$ cat config.mk
export PLATFORM = sky130hd
export DESIGN_NAME = irq_route_ctrl
export DESIGN_NICKNAME = d
export VERILOG_FILES = /design/src/rtl/irq_route_pkg.sv /design/src/rtl/irq_route_regs.sv /design/src/rtl/irq_route_decode.sv /design/src/rtl/irq_route_ctrl.sv
export SDC_FILE = /design/constraint.sdc
export NUM_CORES = 1
export LEC_CHECK = 0
export BUFFER_PORTS_ARGS = -buffer_cell sky130_fd_sc_hd__buf_2
export CORE_ASPECT_RATIO = 0.8
export CORE_MARGIN = 5
export CORE_UTILIZATION = 49
export CTS_CLUSTER_SIZE = 40
export DETAILED_ROUTE_END_ITERATION = 6
export GPL_TIMING_DRIVEN = 0
export HOLD_SLACK_MARGIN = 0.12
export PLACE_DENSITY = 0.86
export SKIP_LAST_GASP = 1
export SLEW_MARGIN = 20
export SYNTH_ARGS = -nofsm -noshare
export SYNTH_HDL_FRONTEND = slang
export SYNTH_SLANG_ARGS = --single-unit
$ cat constraint.sdc
create_clock -name clk -period 1.82 [get_ports clk]
set_input_delay 0.182 -clock clk [delete_from_list [all_inputs] [get_ports clk]]
set_output_delay 0.182 -clock clk [all_outputs]
set_load 0.1 [all_outputs]
$ cat src/rtl/irq_route_pkg.sv
package irq_route_pkg;

    localparam int CPU_W = 8;
    localparam int PIN_W = 4;
    localparam int MAP_W = 4;

    typedef struct packed {
        logic [PIN_W-1:0] pin;
        logic [CPU_W-1:0] cpu;
    } route_t;

    // bit0: binary pin decode, bit1: binary CPU decode
    typedef struct packed {
        logic cpu_enc;
        logic pin_enc;
    } mode_t;

    typedef struct packed {
        logic             vld;
        logic [CPU_W-1:0] cpu;
        logic [PIN_W-1:0] pin;
    } target_t;

    // returns {found, index of lowest set bit}
    function automatic logic [2:0] low_bit4(input logic [MAP_W-1:0] v);
        logic [2:0] r;
        r = 3'b000;
        for (int k = MAP_W - 1; k >= 0; k--) begin
            if (v[k]) r = {1'b1, 2'(k)};
        end
        return r;
    endfunction

endpackage

$ cat src/rtl/irq_route_regs.sv
module irq_route_regs
    import irq_route_pkg::*;
#(
    parameter int                NUM_SRC     = 8,
    parameter int                ADDR_W      = 12,
    parameter int                DATA_W      = 32,
    parameter bit                HAS_PIN_ENC = 1'b1,
    parameter bit                HAS_CPU_ENC = 1'b1,
    parameter logic [ADDR_W-1:0] CAP_ADDR    = 'h000,
    parameter logic [ADDR_W-1:0] MODE_ADDR   = 'h004,
    parameter logic [ADDR_W-1:0] ROUTE_BASE  = 'h100
) (
    input  logic              clk,
    input  logic              rst_n,
    input  logic              wr_en,
    input  logic [ADDR_W-1:0] addr,
    input  logic [DATA_W-1:0] wdata,
    output logic [DATA_W-1:0] rd_data,
    output mode_t             mode,
    output route_t            routes [NUM_SRC]
);

    localparam int                ROUTE_W   = $bits(route_t);
    localparam int                MODE_W    = $bits(mode_t);
    localparam int                IDX_W     = (NUM_SRC > 1) ? $clog2(NUM_SRC) : 1;
    localparam logic [ADDR_W-1:0] ROUTE_END = ROUTE_BASE + ADDR_W'(4 * NUM_SRC);
    localparam mode_t             CAPS      = '{cpu_enc: HAS_CPU_ENC, pin_enc: HAS_PIN_ENC};

    typedef struct packed {
        mode_t                      mode;
        route_t [NUM_SRC-1:0]       route;
    } state_t;

    state_t            st_d, st_q;
    logic              hit_route;
    logic [IDX_W-1:0]  route_sel;
    logic              unused_hi;

    assign unused_hi = ^wdata[DATA_W-1:ROUTE_W];
    assign hit_route = (addr >= ROUTE_BASE) && (addr < ROUTE_END) && (addr[1:0] == 2'b00);
    assign route_sel = IDX_W'((addr - ROUTE_BASE) >> 2);

    always_comb begin
        st_d = st_q;
        if (wr_en) begin
            if (addr == MODE_ADDR) begin
                st_d.mode = mode_t'(wdata[MODE_W-1:0] & CAPS);
            end else if (hit_route) begin
                st_d.route[route_sel] = route_t'(wdata[ROUTE_W-1:0]);
            end
        end
    end

    always_ff @(posedge clk or negedge rst_n) begin
        if (!rst_n) st_q <= '0;
        else        st_q <= st_d;
    end

    always_comb begin
        rd_data = '0;
        if (addr == CAP_ADDR)       rd_data[MODE_W-1:0]  = CAPS;
        else if (addr == MODE_ADDR) rd_data[MODE_W-1:0]  = st_q.mode;
        else if (hit_route)         rd_data[ROUTE_W-1:0] = st_q.route[route_sel];
    end

    assign mode = st_q.mode;
    for (genvar g = 0; g < NUM_SRC; g++) begin : g_out
        assign routes[g] = st_q.route[g];

        // a route write lands in the addressed source
        a_r4_route_write: assert property (@(posedge clk) disable iff (!rst_n)
            (wr_en && hit_route && route_sel == IDX_W'(g))
            |=> (st_q.route[g] == $past(wdata[ROUTE_W-1:0])));
    end

    a_r3_mode_masked: assert property (@(posedge clk) disable iff (!rst_n)
        ((st_q.mode & ~CAPS) == '0));

    a_r3_mode_write: assert property (@(posedge clk) disable iff (!rst_n)
        (wr_en && addr == MODE_ADDR)
        |=> (st_q.mode == ($past(wdata[MODE_W-1:0]) & CAPS)));

    a_r2_cap_read_only: assert property (@(posedge clk) disable iff (!rst_n)
        (wr_en && addr == CAP_ADDR) |=> $stable(st_q));

endmodule

$ cat src/rtl/irq_route_decode.sv
module irq_route_decode
    import irq_route_pkg::*;
(
    input  mode_t   mode,
    input  route_t  route,
    input  logic    irq,
    output target_t tgt
);

    logic [2:0]       cpu_low, pin_low;
    logic             cpu_ok, pin_ok, ok;
    logic [CPU_W-1:0] cpu_idx;
    logic [PIN_W-1:0] pin_idx;

    always_comb begin
        cpu_low = low_bit4(route.cpu[MAP_W-1:0]);
        pin_low = low_bit4(route.pin);

        if (mode.cpu_enc) begin
            cpu_ok  = 1'b1;
            cpu_idx = route.cpu;
        end else begin
            cpu_ok  = cpu_low[2];
            cpu_idx = {2'b00, route.cpu[CPU_W-1:MAP_W], cpu_low[1:0]};
        end

        if (mode.pin_enc) begin
            pin_ok  = 1'b1;
            pin_idx = route.pin;
        end else begin
            pin_ok  = pin_low[2];
            pin_idx = {2'b00, pin_low[1:0]};
        end

        ok      = irq & cpu_ok & pin_ok;
        tgt.vld = ok;
        tgt.cpu = ok ? cpu_idx : '0;
        tgt.pin = ok ? pin_idx : '0;
    end

endmodule

$ cat src/rtl/irq_route_ctrl.sv
module irq_route_ctrl
    import irq_route_pkg::*;
#(
    parameter int NUM_SRC     = 8,
    parameter int ADDR_W      = 12,
    parameter int DATA_W      = 32,
    parameter bit HAS_PIN_ENC = 1'b1,
    parameter bit HAS_CPU_ENC = 1'b1
) (
    input  logic                     clk,
    input  logic                     rst_n,
    input  logic                     wr_en,
    input  logic [ADDR_W-1:0]        addr,
    input  logic [DATA_W-1:0]        wdata,
    output logic [DATA_W-1:0]        rd_data,
    input  logic [NUM_SRC-1:0]       irq_in,
    output logic [NUM_SRC*CPU_W-1:0] route_cpu,
    output logic [NUM_SRC*PIN_W-1:0] route_pin,
    output logic [NUM_SRC-1:0]       route_vld
);

    typedef struct packed {
        target_t [NUM_SRC-1:0] tgt;
    } out_t;

    mode_t   mode;
    route_t  routes  [NUM_SRC];
    target_t dec_tgt [NUM_SRC];
    out_t    out_d, out_q;

    irq_route_regs #(
        .NUM_SRC     (NUM_SRC),
        .ADDR_W      (ADDR_W),
        .DATA_W      (DATA_W),
        .HAS_PIN_ENC (HAS_PIN_ENC),
        .HAS_CPU_ENC (HAS_CPU_ENC)
    ) u_regs (
        .clk     (clk),
        .rst_n   (rst_n),
        .wr_en   (wr_en),
        .addr    (addr),
        .wdata   (wdata),
        .rd_data (rd_data),
        .mode    (mode),
        .routes  (routes)
    );

    for (genvar g = 0; g < NUM_SRC; g++) begin : g_src
        irq_route_decode u_dec (
            .mode  (mode),
            .route (routes[g]),
            .irq   (irq_in[g]),
            .tgt   (dec_tgt[g])
        );

        assign route_vld[g]              = out_q.tgt[g].vld;
        assign route_cpu[g*CPU_W +: CPU_W] = out_q.tgt[g].cpu;
        assign route_pin[g*PIN_W +: PIN_W] = out_q.tgt[g].pin;

        a_r10_vld_needs_irq: assert property (@(posedge clk) disable iff (!rst_n)
            out_q.tgt[g].vld |-> $past(irq_in[g]));

        a_r7_invalid_zero: assert property (@(posedge clk) disable iff (!rst_n)
            !out_q.tgt[g].vld |-> (out_q.tgt[g].cpu == '0 && out_q.tgt[g].pin == '0));

        a_r5_legacy_cpu_node: assert property (@(posedge clk) disable iff (!rst_n)
            (out_q.tgt[g].vld && !$past(mode.cpu_enc))
            |-> (out_q.tgt[g].cpu[CPU_W-1:CPU_W-2] == 2'b00
                 && out_q.tgt[g].cpu[CPU_W-3:2] == $past(routes[g].cpu[CPU_W-1:MAP_W])));

        a_r6_legacy_pin_range: assert property (@(posedge clk) disable iff (!rst_n)
            (out_q.tgt[g].vld && !$past(mode.pin_enc))
            |-> (out_q.tgt[g].pin[PIN_W-1:2] == 2'b00));

        a_r8_binary_cpu: assert property (@(posedge clk) disable iff (!rst_n)
            (out_q.tgt[g].vld && $past(mode.cpu_enc))
            |-> (out_q.tgt[g].cpu == $past(routes[g].cpu)));

        a_r9_binary_pin: assert property (@(posedge clk) disable iff (!rst_n)
            (out_q.tgt[g].vld && $past(mode.pin_enc))
            |-> (out_q.tgt[g].pin == $past(routes[g].pin)));
    end

    always_comb begin
        out_d = out_q;
        for (int i = 0; i < NUM_SRC; i++) begin
            out_d.tgt[i] = dec_tgt[i];
        end
    end

    always_ff @(posedge clk or negedge rst_n) begin
        if (!rst_n) out_q <= '0;
        else        out_q <= out_d;
    end

endmodule

==> results_dict.tcl, run 1 <==
set metrics [dict create \
    async_reset_ff_frac 1.000 \
    fin_worst_skew_ns 0.01412 \
    drtPass1Iterations 5 \
    worst_hold_startpoint "wr_en" \
    synth.cell_area_um2 9021 \
    vdd_ir_drop_max_mv 0.5977 \
    power_density_nw_per_um2 756.8 \
    holdCritPathClass "in -> reg" \
    cts_buffer_depth 3 \
    cts.reportedPaths.clkPinSlew_ns 0.07 \
    status "complete, but fails checks" \
    critPathLaunchType "flip-flop" \
    final_max_slew_viol_count 0 \
    clock_sinks 202 \
    final_instance_area_um2 12530 \
    failed_checks "setup timing" \
    iter_0_drt_violations 1051 \
    floorplan.core_area_um2 18110 \
    setup_repair_after_global_routing_missed_its_margin "true" \
    root_buffer "sky130_fd_sc_hd__clkbuf_16" \
    wl_per_cell_um 23.30 \
    hold_viol 0 \
    post_synth_inst_count 718 \
    drt-vias-per-instance 6.036 \
    postRouteWirelength_um 29980 \
    std_cell_rows 44 \
    crit_path_max_fanout 6 \
    max_slew.worst_pin.slew_ns 0.8292 \
    grt_usage 0.2641 \
    synth_seq_cells 202 \
    die_area_um2 21240 \
    portBuffers 149 \
    critPathCaptureType "output pin" \
    number_of_ports_placed_on_the_die_boundary 191 \
    routabilityCongestion 0.8985 \
    tritoncts "yes" \
    synthesis.yosys.warnings 0 \
    grt_start_max_net_pins 84 \
    floorplan.initialDensity 0.4981 \
    synth_ff_type "sky130_fd_sc_hd__dfrtp_1" \
    reg2reg_from "u_regs.routes[9]$_DFFE_PN0P_" \
    syn_area_per_cell_um2 12.56 \
    synthDistinctLibCells 35 \
    hold_slack_ns 0.1689 \
    global_route_wire_length_before_repair_um 44300 \
    power_leakage_nw 6.413 \
    slew_limit_headroom 0.4400 \
    critical_path_required_ns 1.64 \
    cp_data_arrival_time_ns 2.01 \
    layout-drive-gt1-share 0.5104 \
    cts_made_buffers 21 \
    final.period_utilization 1.206 \
    fillers 1148 \
    period_needed_ns 2.195 \
    setup_ws_ns -0.3745 \
    final_antenna_net_count 0 \
    synth_sequential_area_ratio 0.5603 \
    synth_enable_flop_cells 0 \
    floorplan.die.height_um 131.4 \
    worstSkewPairLatency_ns 0.51 \
    cts.htree.levels 1 \
    die_x_um 161.7 \
    post-route-drc-count 0 \
    flow.area_growth_from_synthesis_pct 38.88 \
    global_route.overflow_total 0 \
    crit_type "reg -> out" \
    timing.fmax_ghz 0.4557 \
    nets 1096 \
    place.detailed.hpwl_um 17950 \
    placed_area_um2 10340 \
    maxCapViolations 0 \
    vias 7768 \
    first_global_vias 7805 \
    report.power.total_mw 9.481 \
    timing.critical_path.from "u_regs.routes[84]$_DFFE_PN0P_" \
    finalSetupViolCount 31 \
    antenna_found_initial 0 \
]
timing repair:
action | 4_1_cts | 5_1_grt
setup buffers | 94 | 17
pin swaps | 14 | 3
setup endpoints to repair | 114 | 91
hold buffers | 22 | 0
resized for setup | 114 | 24
hold endpoints to repair | 312 | 0
final timing paths:
check / to / slack (ns) / depth (start not counted)
worst max register to register: route_pin[31]$_DFF_PN0_ / -0.23 / 6
worst min-delay path: u_regs.mode[0]$_DFFE_PN0P_ / 0.17 / 3
min in group asynchronous: route_vld[7]$_DFF_PN0_ / 0.18 / 2
worst min register to register: u_regs.routes[78]$_DFFE_PN0P_ / 0.57 / 1
worst max-delay path: rd_data[0] / -0.37 / 4
max in group asynchronous: u_regs.routes[60]$_DFFE_PN0P_ / 0.84 / 3
flip-flops by register name, summed over array words and instances, names as in the netlist:
| name | cells |
|---|---|
| u_regs.routes | 96 |
| route_cpu | 64 |
| route_pin | 32 |
| route_vld | 8 |
| u_regs.mode | 2 |
metrics by stage:
step                  util  setup WS [ns]  cells  TNS, ns
finish              0.6917        -0.3745   1287   -4.432
CTS                 0.6775        -0.3319   1270   -4.344
global placement    0.5671         -2.590   1116  -573.81
floorplan                -        -0.1517    737   -2.799
detailed placement  0.5707        -0.5923   1118   -63.87
global route        0.6916        -0.3849   1286   -5.505
report_power, final:
part           internal [mW]  switching, mW
registers               4.50        0.00881
logic                  0.189          0.449
clock network           2.49           1.84
per-layer routing:
metal  global-route usage  part of all wire  up-vias
met3              0.06951              0.11      151
met1               0.3528              0.37     3825
li1                     -                 -     3188
met2               0.4211              0.47      604
met4              0.09582             0.054        0
met5                    0                 0        -
kinds of logic after synthesis:
kind of cell    synth area share
simple gates              0.1180
flops                     0.5603
mux                       0.2352
compound gates           0.05007
buf+inv                  0.03592
other cells            0.0004157
cells in the mapped netlist, drive strengths merged (2+ instances only):
| master | number | area (um2) |
|---|---|---|
| inv | 9 | 33.78 |
| mux4 | 24 | 540.5 |
| o41a | 7 | 78.83 |
| nand2 | 25 | 93.84 |
| or2 | 8 | 50.05 |
| and3 | 32 | 200.2 |
| nand2b | 3 | 18.77 |
| mux2i | 44 | 440.4 |
| o22ai | 2 | 12.51 |
| dfrtp | 202 | 5055 |
| o41ai | 8 | 70.07 |
| nor3 | 14 | 70.07 |
| or4 | 8 | 60.06 |
| buf | 35 | 219.0 |
| mux2 | 98 | 1141 |
| nor4 | 9 | 56.30 |
| a21oi | 32 | 160.2 |
| clkbuf | 19 | 71.32 |
| o21ai | 23 | 115.1 |
| nor2 | 89 | 334.1 |
| nor2b | 18 | 112.6 |
critical path, stage by stage (launching register included):
cell                      delay (ns)
sky130_fd_sc_hd__dfrtp_1        0.46
sky130_fd_sc_hd__mux4_2         0.51
sky130_fd_sc_hd__mux2i_2        0.23
sky130_fd_sc_hd__o22ai_4        0.12
sky130_fd_sc_hd__buf_12         0.18
area by class of cell:
| class | count | area [um2] | share of cell area |
|---|---|---|---|
| clock buffers | 24 | 556.8 | 0.04444 |
| diodes | 1 | 2.502 | 0.0001997 |
| repair buffers | 284 | 2048 | 0.1635 |
| flip-flops and latches | 202 | 5092 | 0.4065 |
| well taps | 230 | 287.8 | 0.02297 |
| inverters | 9 | 33.78 | 0.002696 |
| multi-input cells | 472 | 4038 | 0.3223 |
| plain buffers | 51 | 341.6 | 0.02726 |
| clock inverters | 14 | 127.6 | 0.01019 |
layout by cell type (no fill, tap or decap), drive strengths merged, types with 24 or more instances in the layout:
cell type,count
clkbuf,40
a21oi,32
mux2,98
buf,297
dfrtp,202
nor2,89
nand2,25
mux4,24
and3,32
mux2i,44
Note: power is estimated with default switching activity, not from simulation.
==> run 2: changes to the inputs <==
--- a/config.mk
+++ b/config.mk
@@ -9,11 +9,12 @@
 export CORE_ASPECT_RATIO = 0.8
 export CORE_MARGIN = 5
 export CORE_UTILIZATION = 49
+export CTS_CLUSTER_DIAMETER = 100
 export CTS_CLUSTER_SIZE = 40
 export DETAILED_ROUTE_END_ITERATION = 6
 export GPL_TIMING_DRIVEN = 0
 export HOLD_SLACK_MARGIN = 0.12
-export PLACE_DENSITY = 0.86
+export PLACE_DENSITY = 0.76
 export SKIP_LAST_GASP = 1
 export SLEW_MARGIN = 20
 export SYNTH_ARGS = -nofsm -noshare
==> run 2 against run 1 <==
The run still ends with setup timing left. Clock skew up 0.039 ns. Non-clock buffer count up 11. Design area down 2.5%. Largest power group unchanged. Critical path type unchanged. Cell count down 1.2%. Combinational power down 0.8%. Critical endpoint is now rd_data[1]. Sequential power about the same. Register-to-register slack about the same. Setup slack better by 0.078 ns. First-iteration DRC count down 38%. Flip-flop and latch count unchanged. Core utilization down 1.7 points.
==> results_dict.tcl, run 2 (synthesis gave the netlist of run 1 again) <==
set metrics [dict create \
    clock_sinks 202 \
    largest_stage_delay_on_the_critical_path_ns 0.53 \
    antenna_found_initial 0 \
    comb_power_share 0.084 \
    internal_power_mw 5.675 \
    final_max_slew_viol_count 0 \
    critPathCaptureType "output pin" \
    vias 7139 \
    worstPathCellList "mux4_2 > mux2i_4 > o22ai_4 > buf_12" \
    grt_start_max_net_pins 105 \
    post-route-drc-count 0 \
    critical_path_required_ns 1.64 \
    slew_limit_headroom 0.5031 \
    cts.htree.levels 1 \
    crit_type "reg -> out" \
    number_of_ports_placed_on_the_die_boundary 191 \
    switching_power_mw 1.882 \
    status "complete, but fails checks" \
    path_delay_family "multiplexers" \
    layout-drive-gt1-share 0.5120 \
    flow.area_growth_from_synthesis_pct 35.45 \
    fin_worst_skew_ns 0.05301 \
    antenna_cells 0 \
    cp_data_arrival_time_ns 1.93 \
    iter_0_drt_violations 653 \
    hold_viol 0 \
    wl_per_cell_um 20.62 \
    first_global_vias 6995 \
    final_instance_area_um2 12220 \
    cts_buffer_depth 3 \
    cts_made_buffers 9 \
    most-common-layout-cells "sky130_fd_sc_hd__dfrtp_1 (168), sky130_fd_sc_hd__buf_2 (144), sky130_fd_sc_hd__buf_4 (144)" \
    portBuffers 149 \
    place.detailed.hpwl_um 17230 \
    postRouteWirelength_um 26210 \
    final_antenna_net_count 0 \
    buffers_and_inverters_on_the_worst_path 1 \
    seq_power_share 0.596 \
    fillers 1268 \
    power_frac_clock 0.320 \
    root_buffer "sky130_fd_sc_hd__clkbuf_16" \
    report.power.total_mw 7.557 \
    floorplan.initialDensity 0.4981 \
    tritoncts "yes" \
    crit_slowest_cell "sky130_fd_sc_hd__mux4_2" \
    setup_repair_after_global_routing_missed_its_margin "true" \
    timing.fmax_ghz 0.4726 \
    global_route.overflow_total 0 \
    setup_ws_ns -0.2960 \
    power_leakage_nw 6.249 \
    reg2reg_setup_slack_ns -0.22 \
    largest_register_ffs 96 \
    die_x_um 161.7 \
    layout.cells.most_common "sky130_fd_sc_hd__dfrtp_1" \
    hold_slack_ns 0.1465 \
    die_area_um2 21240 \
    worstSkewPairLatency_ns 0.48 \
    postLayoutCoreUtil 0.6746 \
    final.period_utilization 1.163 \
    std_cell_rows 44 \
    drt-vias-per-instance 5.617 \
    grt_usage 0.2373 \
    floorplan.core_area_um2 18110 \
    power_density_nw_per_um2 618.4 \
    global_route_wire_length_before_repair_um 40020 \
    crit_path_max_fanout 2 \
    drtPass1Iterations 5 \
    cts.reportedPaths.clkPinSlew_ns 0.14 \
    holdCritPathClass "in -> reg" \
    routabilityCongestion 0.8630 \
    max_slew.worst_pin.slew_ns 0.7453 \
    placed_area_um2 10340 \
    maxCapViolations 0 \
    floorplan.die.height_um 131.4 \
    critPathLaunchType "flip-flop" \
    period_needed_ns 2.116 \
    finalSetupViolCount 23 \
    nets 1095 \
    netSwitchingFraction 0.2490 \
    failed_checks "setup timing" \
    vdd_ir_drop_max_mv 0.5837 \
]
## run 2: power by group through the flow
stage,clock network [mW],registers (mW),logic [mW]
6_report,2.42,4.51,0.633
3_3_place_gp,0,4.60,0.515
2_1_floorplan,0,4.59,0.325
3_5_place_dp,0,4.60,0.539
4_1_cts,2.43,4.50,0.612
5_1_grt,2.58,4.51,0.674
## run 2: stage by stage
step           setup WS [ns]  std cells  setup TNS (ns)
2_1_floorplan        -0.1517        737          -2.799
3_3_place_gp          -2.692       1116         -600.90
3_5_place_dp         -0.5926       1118          -60.42
4_1_cts              -0.2761       1242          -4.864
5_1_grt              -0.3161       1271          -4.624
6_report             -0.2960       1271          -3.453
## run 2: worst reg2reg max path: cells and delay by family (launching register included)
kind | cells | cell delay, ns
buf+inv | 3 | 0.42
flops | 1 | 0.44
simple gates | 2 | 0.71
compound gates | 1 | 0.38
## run 2: repair_timing
item,CTS,global route
pin swaps,12,9
setup buffers,91,30
hold endpoints to repair,312,0
gates resized for setup,117,29
gates cloned,0,0
endpoints found under the setup margin,115,93
hold buffers,23,0
## run 2: layer usage
metal / share of wire / track usage / wire length [um] / up-vias
met1: 0.44 / 0.3560 / 11430 / 3547
met3: 0.079 / 0.03538 / 2078 / 42
met4: 0.015 / 0.04086 / 406 / 0
met2: 0.47 / 0.3777 / 12300 / 379
met5: 0 / 0 / 0 / -
li1: - / - / - / 3171
## run 2: path summary, 6_finish.rpt
kind / startpoint / end / depth (start not counted)
max: u_regs.routes[25]$_DFFE_PN0P_ / rd_data[1] / 4
min: addr[2] / u_regs.routes[92]$_DFFE_PN0P_ / 3
max reg2reg: u_regs.routes[25]$_DFFE_PN0P_ / route_pin[23]$_DFF_PN0_ / 6
min reg2reg: u_regs.routes[21]$_DFFE_PN0P_ / u_regs.routes[21]$_DFFE_PN0P_ / 1
max in group asynchronous: rst_n / route_pin[29]$_DFF_PN0_ / 3
min in group asynchronous: rst_n / route_pin[31]$_DFF_PN0_ / 3
## run 2: area by class of cell
cell class / count / area [um2] / area share
Sequential cell: 202 / 5097 / 0.4172
Clock inverter: 2 / 35.03 / 0.002867
Tap cell: 230 / 287.8 / 0.02355
Inverter: 9 / 33.78 / 0.002765
Buffer: 51 / 337.8 / 0.02765
Timing Repair Buffer: 295 / 2130 / 0.1743
Clock buffer: 10 / 239.0 / 0.01956
Multi-Input combinational cell: 472 / 4059 / 0.3322
==> run 3: changes to the inputs <==
--- a/config.mk
+++ b/config.mk
@@ -8,13 +8,14 @@
 export BUFFER_PORTS_ARGS = -buffer_cell sky130_fd_sc_hd__buf_2
 export CORE_ASPECT_RATIO = 0.8
 export CORE_MARGIN = 5
-export CORE_UTILIZATION = 49
+export CORE_UTILIZATION = 55
 export CTS_CLUSTER_DIAMETER = 100
 export CTS_CLUSTER_SIZE = 40
 export DETAILED_ROUTE_END_ITERATION = 6
+export GPL_ROUTABILITY_DRIVEN = 0
 export GPL_TIMING_DRIVEN = 0
 export HOLD_SLACK_MARGIN = 0.12
-export PLACE_DENSITY = 0.76
+export PLACE_DENSITY = 0.8
 export SKIP_LAST_GASP = 1
 export SLEW_MARGIN = 20
 export SYNTH_ARGS = -nofsm -noshare
==> constraint.sdc (replaced) <==
create_clock -name clk -period 2.1 [get_ports clk]
set_input_delay 0.21 -clock clk [delete_from_list [all_inputs] [get_ports clk]]
set_output_delay 0.21 -clock clk [all_outputs]
set_load 0.1 [all_outputs]
==> run 3 against run 2 <==
The flow still finishes with violations (setup timing). Die area is 10% lower. Clock skew grew 0.013 ns. Power shrank 15%. Routed wire length increased by 0.66%. Design area decreased by 4.3%. Critical path depth is the same.
==> results_dict.tcl, run 3 (synthesis gave the netlist of run 1 again) <==
set metrics [dict create \
    status "complete, but fails checks" \
    failed_checks "setup timing" \
    period_needed_ns 2.189 \
    internal_power_mw 4.856 \
    nets 1042 \
    switching_power_mw 1.569 \
    std_cell_rows 41 \
    cts.reportedPaths.clkPinSlew_ns 0.14 \
    place.detailed.hpwl_um 17500 \
    floorplan.die.height_um 124.6 \
    clock_sinks 202 \
    critPathLaunchType "flip-flop" \
    fillers 1050 \
    most-common-layout-cells "sky130_fd_sc_hd__dfrtp_1 (176), sky130_fd_sc_hd__buf_2 (139), sky130_fd_sc_hd__buf_4 (97)" \
    hold_path_end "u_regs.routes[86]$_DFFE_PN0P_" \
    die_x_um 153.2 \
    power_leakage_nw 5.954 \
    iter_0_drt_violations 685 \
    power_density_nw_per_um2 549.5 \
    fin_worst_skew_ns 0.06599 \
    vdd_ir_drop_max_mv 0.5747 \
    hold_viol 0 \
    cts.htree.levels 1 \
    netSwitchingFraction 0.2442 \
    cts_buffer_depth 3 \
    worstSkewPairLatency_ns 0.48 \
    crit_type "reg -> out" \
    floorplan.initialDensity 0.5654 \
    flow.area_growth_from_synthesis_pct 29.60 \
    first_global_vias 6975 \
    timing.fmax_ghz 0.4569 \
    critPathCaptureType "output pin" \
    seq_power_share 0.608 \
    final_max_slew_viol_count 0 \
    post-route-drc-count 0 \
    grt_usage 0.2640 \
    comb_power_share 0.082 \
    postRouteWirelength_um 26380 \
    floorplan.core_area_um2 15950 \
    layout.cells.most_common "sky130_fd_sc_hd__dfrtp_1" \
    number_of_ports_placed_on_the_die_boundary 191 \
    hold_slack_ns 0.1534 \
    finalSetupViolCount 6 \
    portBuffers 149 \
    root_buffer "sky130_fd_sc_hd__clkbuf_16" \
    maxCapViolations 0 \
    drt-vias-per-instance 5.827 \
    crit_path_max_fanout 5 \
    holdPathStages 2 \
    worst_hold_startpoint "wdata[2]" \
    cts_made_buffers 9 \
    reg2reg_setup_slack_ns -0.01 \
    cp_data_arrival_time_ns 1.98 \
    sequential_cell_area_um2 5087 \
    antenna_cells 0 \
    grt_start_max_net_pins 104 \
    setup_repair_after_global_routing_missed_its_margin "true" \
    reg2reg_from "u_regs.routes[69]$_DFFE_PN0P_" \
    critical_path_required_ns 1.89 \
    layout-drive-gt1-share 0.4706 \
    vias 6998 \
    final.period_utilization 1.042 \
    pre_cts_slack_ns -0.5973 \
    tritoncts "yes" \
    final_antenna_net_count 0 \
    r2r.worst_path.cells 5 \
    largest_register_ffs 96 \
    slew_limit_headroom 0.3083 \
    die_area_um2 19080 \
    antenna_found_initial 1 \
    holdCritPathClass "in -> reg" \
    wl_per_cell_um 21.97 \
    multi_input_comb_area_um2 4014 \
    timing.critical_path.from "u_regs.routes[0]$_DFFE_PN0P_" \
    report.power.total_mw 6.425 \
    max_slew.worst_pin.slew_ns 1.024 \
    power_frac_clock 0.310 \
    setup_ws_ns -0.08856 \
    drtPass1Iterations 5 \
    regToRegEndpoint "route_pin[10]$_DFF_PN0_" \
    global_route_wire_length_before_repair_um 39580 \
    global_route.overflow_total 0 \
]
-- run 3: cell count changes in the layout (fill, tap and decap cells not counted), sizes merged --
cell and change:
buf -48, clkbuf +2, dlygate4sd3 -8, clkinv -1
-- run 3: worst max-delay path by stage --
stage | end | slack [ns] | depth (start not counted)
floorplan | rd_data[10] | 0.02 | 6
global placement | route_cpu[50]$_DFF_PN0_ | -2.34 | 1
CTS | route_pin[10]$_DFF_PN0_ | -0.28 | 5
detailed placement | rd_data[10] | -0.60 | 7
global route | rd_data[0] | -0.14 | 5
finish | rd_data[0] | -0.09 | 4
-- run 3: cell type report --
type | instances | share of cell area
plain buffers | 51 | 0.02836
clock buffers | 9 | 0.01926
clock inverters | 1 | 0.002568
inverters | 9 | 0.002890
multi-input cells | 472 | 0.3433
flip-flops and latches | 202 | 0.4351
well taps | 215 | 0.02301
repair buffers | 242 | 0.1454
-- run 3: power groups by stage --
| stage | Clock, mW | Combinational, mW | Sequential [mW] |
|---|---|---|---|
| 5_1_grt | 2.16 | 0.559 | 3.91 |
| 2_1_floorplan | 0 | 0.281 | 3.98 |
| 3_3_place_gp | 0 | 0.449 | 3.98 |
| 4_1_cts | 2.04 | 0.502 | 3.91 |
| 3_5_place_dp | 0 | 0.462 | 3.98 |
| 6_report | 1.99 | 0.526 | 3.91 |
-- run 3: stage by stage --
| stage | instance area [um2] | utilization | std cells | TNS [ns] |
|---|---|---|---|---|
| final | 11690 | 0.7328 | 1201 | -0.1719 |
| after global routing | 11690 | 0.7328 | 1201 | -0.7495 |
| after CTS | 11220 | 0.7031 | 1166 | -1.929 |
| after detailed placement | 10280 | 0.6444 | 1102 | -15.77 |
| after global placement | 10240 | 0.6421 | 1101 | -483.49 |
| after floorplan | 9229 | - | 737 | 0 |
-- run 3: timing repair --
action,4_1_cts,5_1_grt
hold buffers,14,1
hold endpoints to repair,153,2
cloned,1,0
setup endpoints to repair,71,50
setup buffers,41,35
pin swaps,5,8
resized for setup,68,54
-- run 3: critical path, stage by stage (launching register included) --
cell                      delay (ns)
sky130_fd_sc_hd__dfrtp_2        0.46
sky130_fd_sc_hd__mux4_2         0.52
sky130_fd_sc_hd__mux2i_2        0.22
sky130_fd_sc_hd__o22ai_4        0.10
sky130_fd_sc_hd__buf_6          0.20
-- run 3: metal layers --
metal  vias to the layer above  part of all wire  track usage
met3                        46              0.11      0.07225
met1                      3464              0.40       0.3875
li1                       3056                 -            -
met4                         0             0.021      0.05762
met2                       432              0.46       0.3980
met5                         -                 0            0
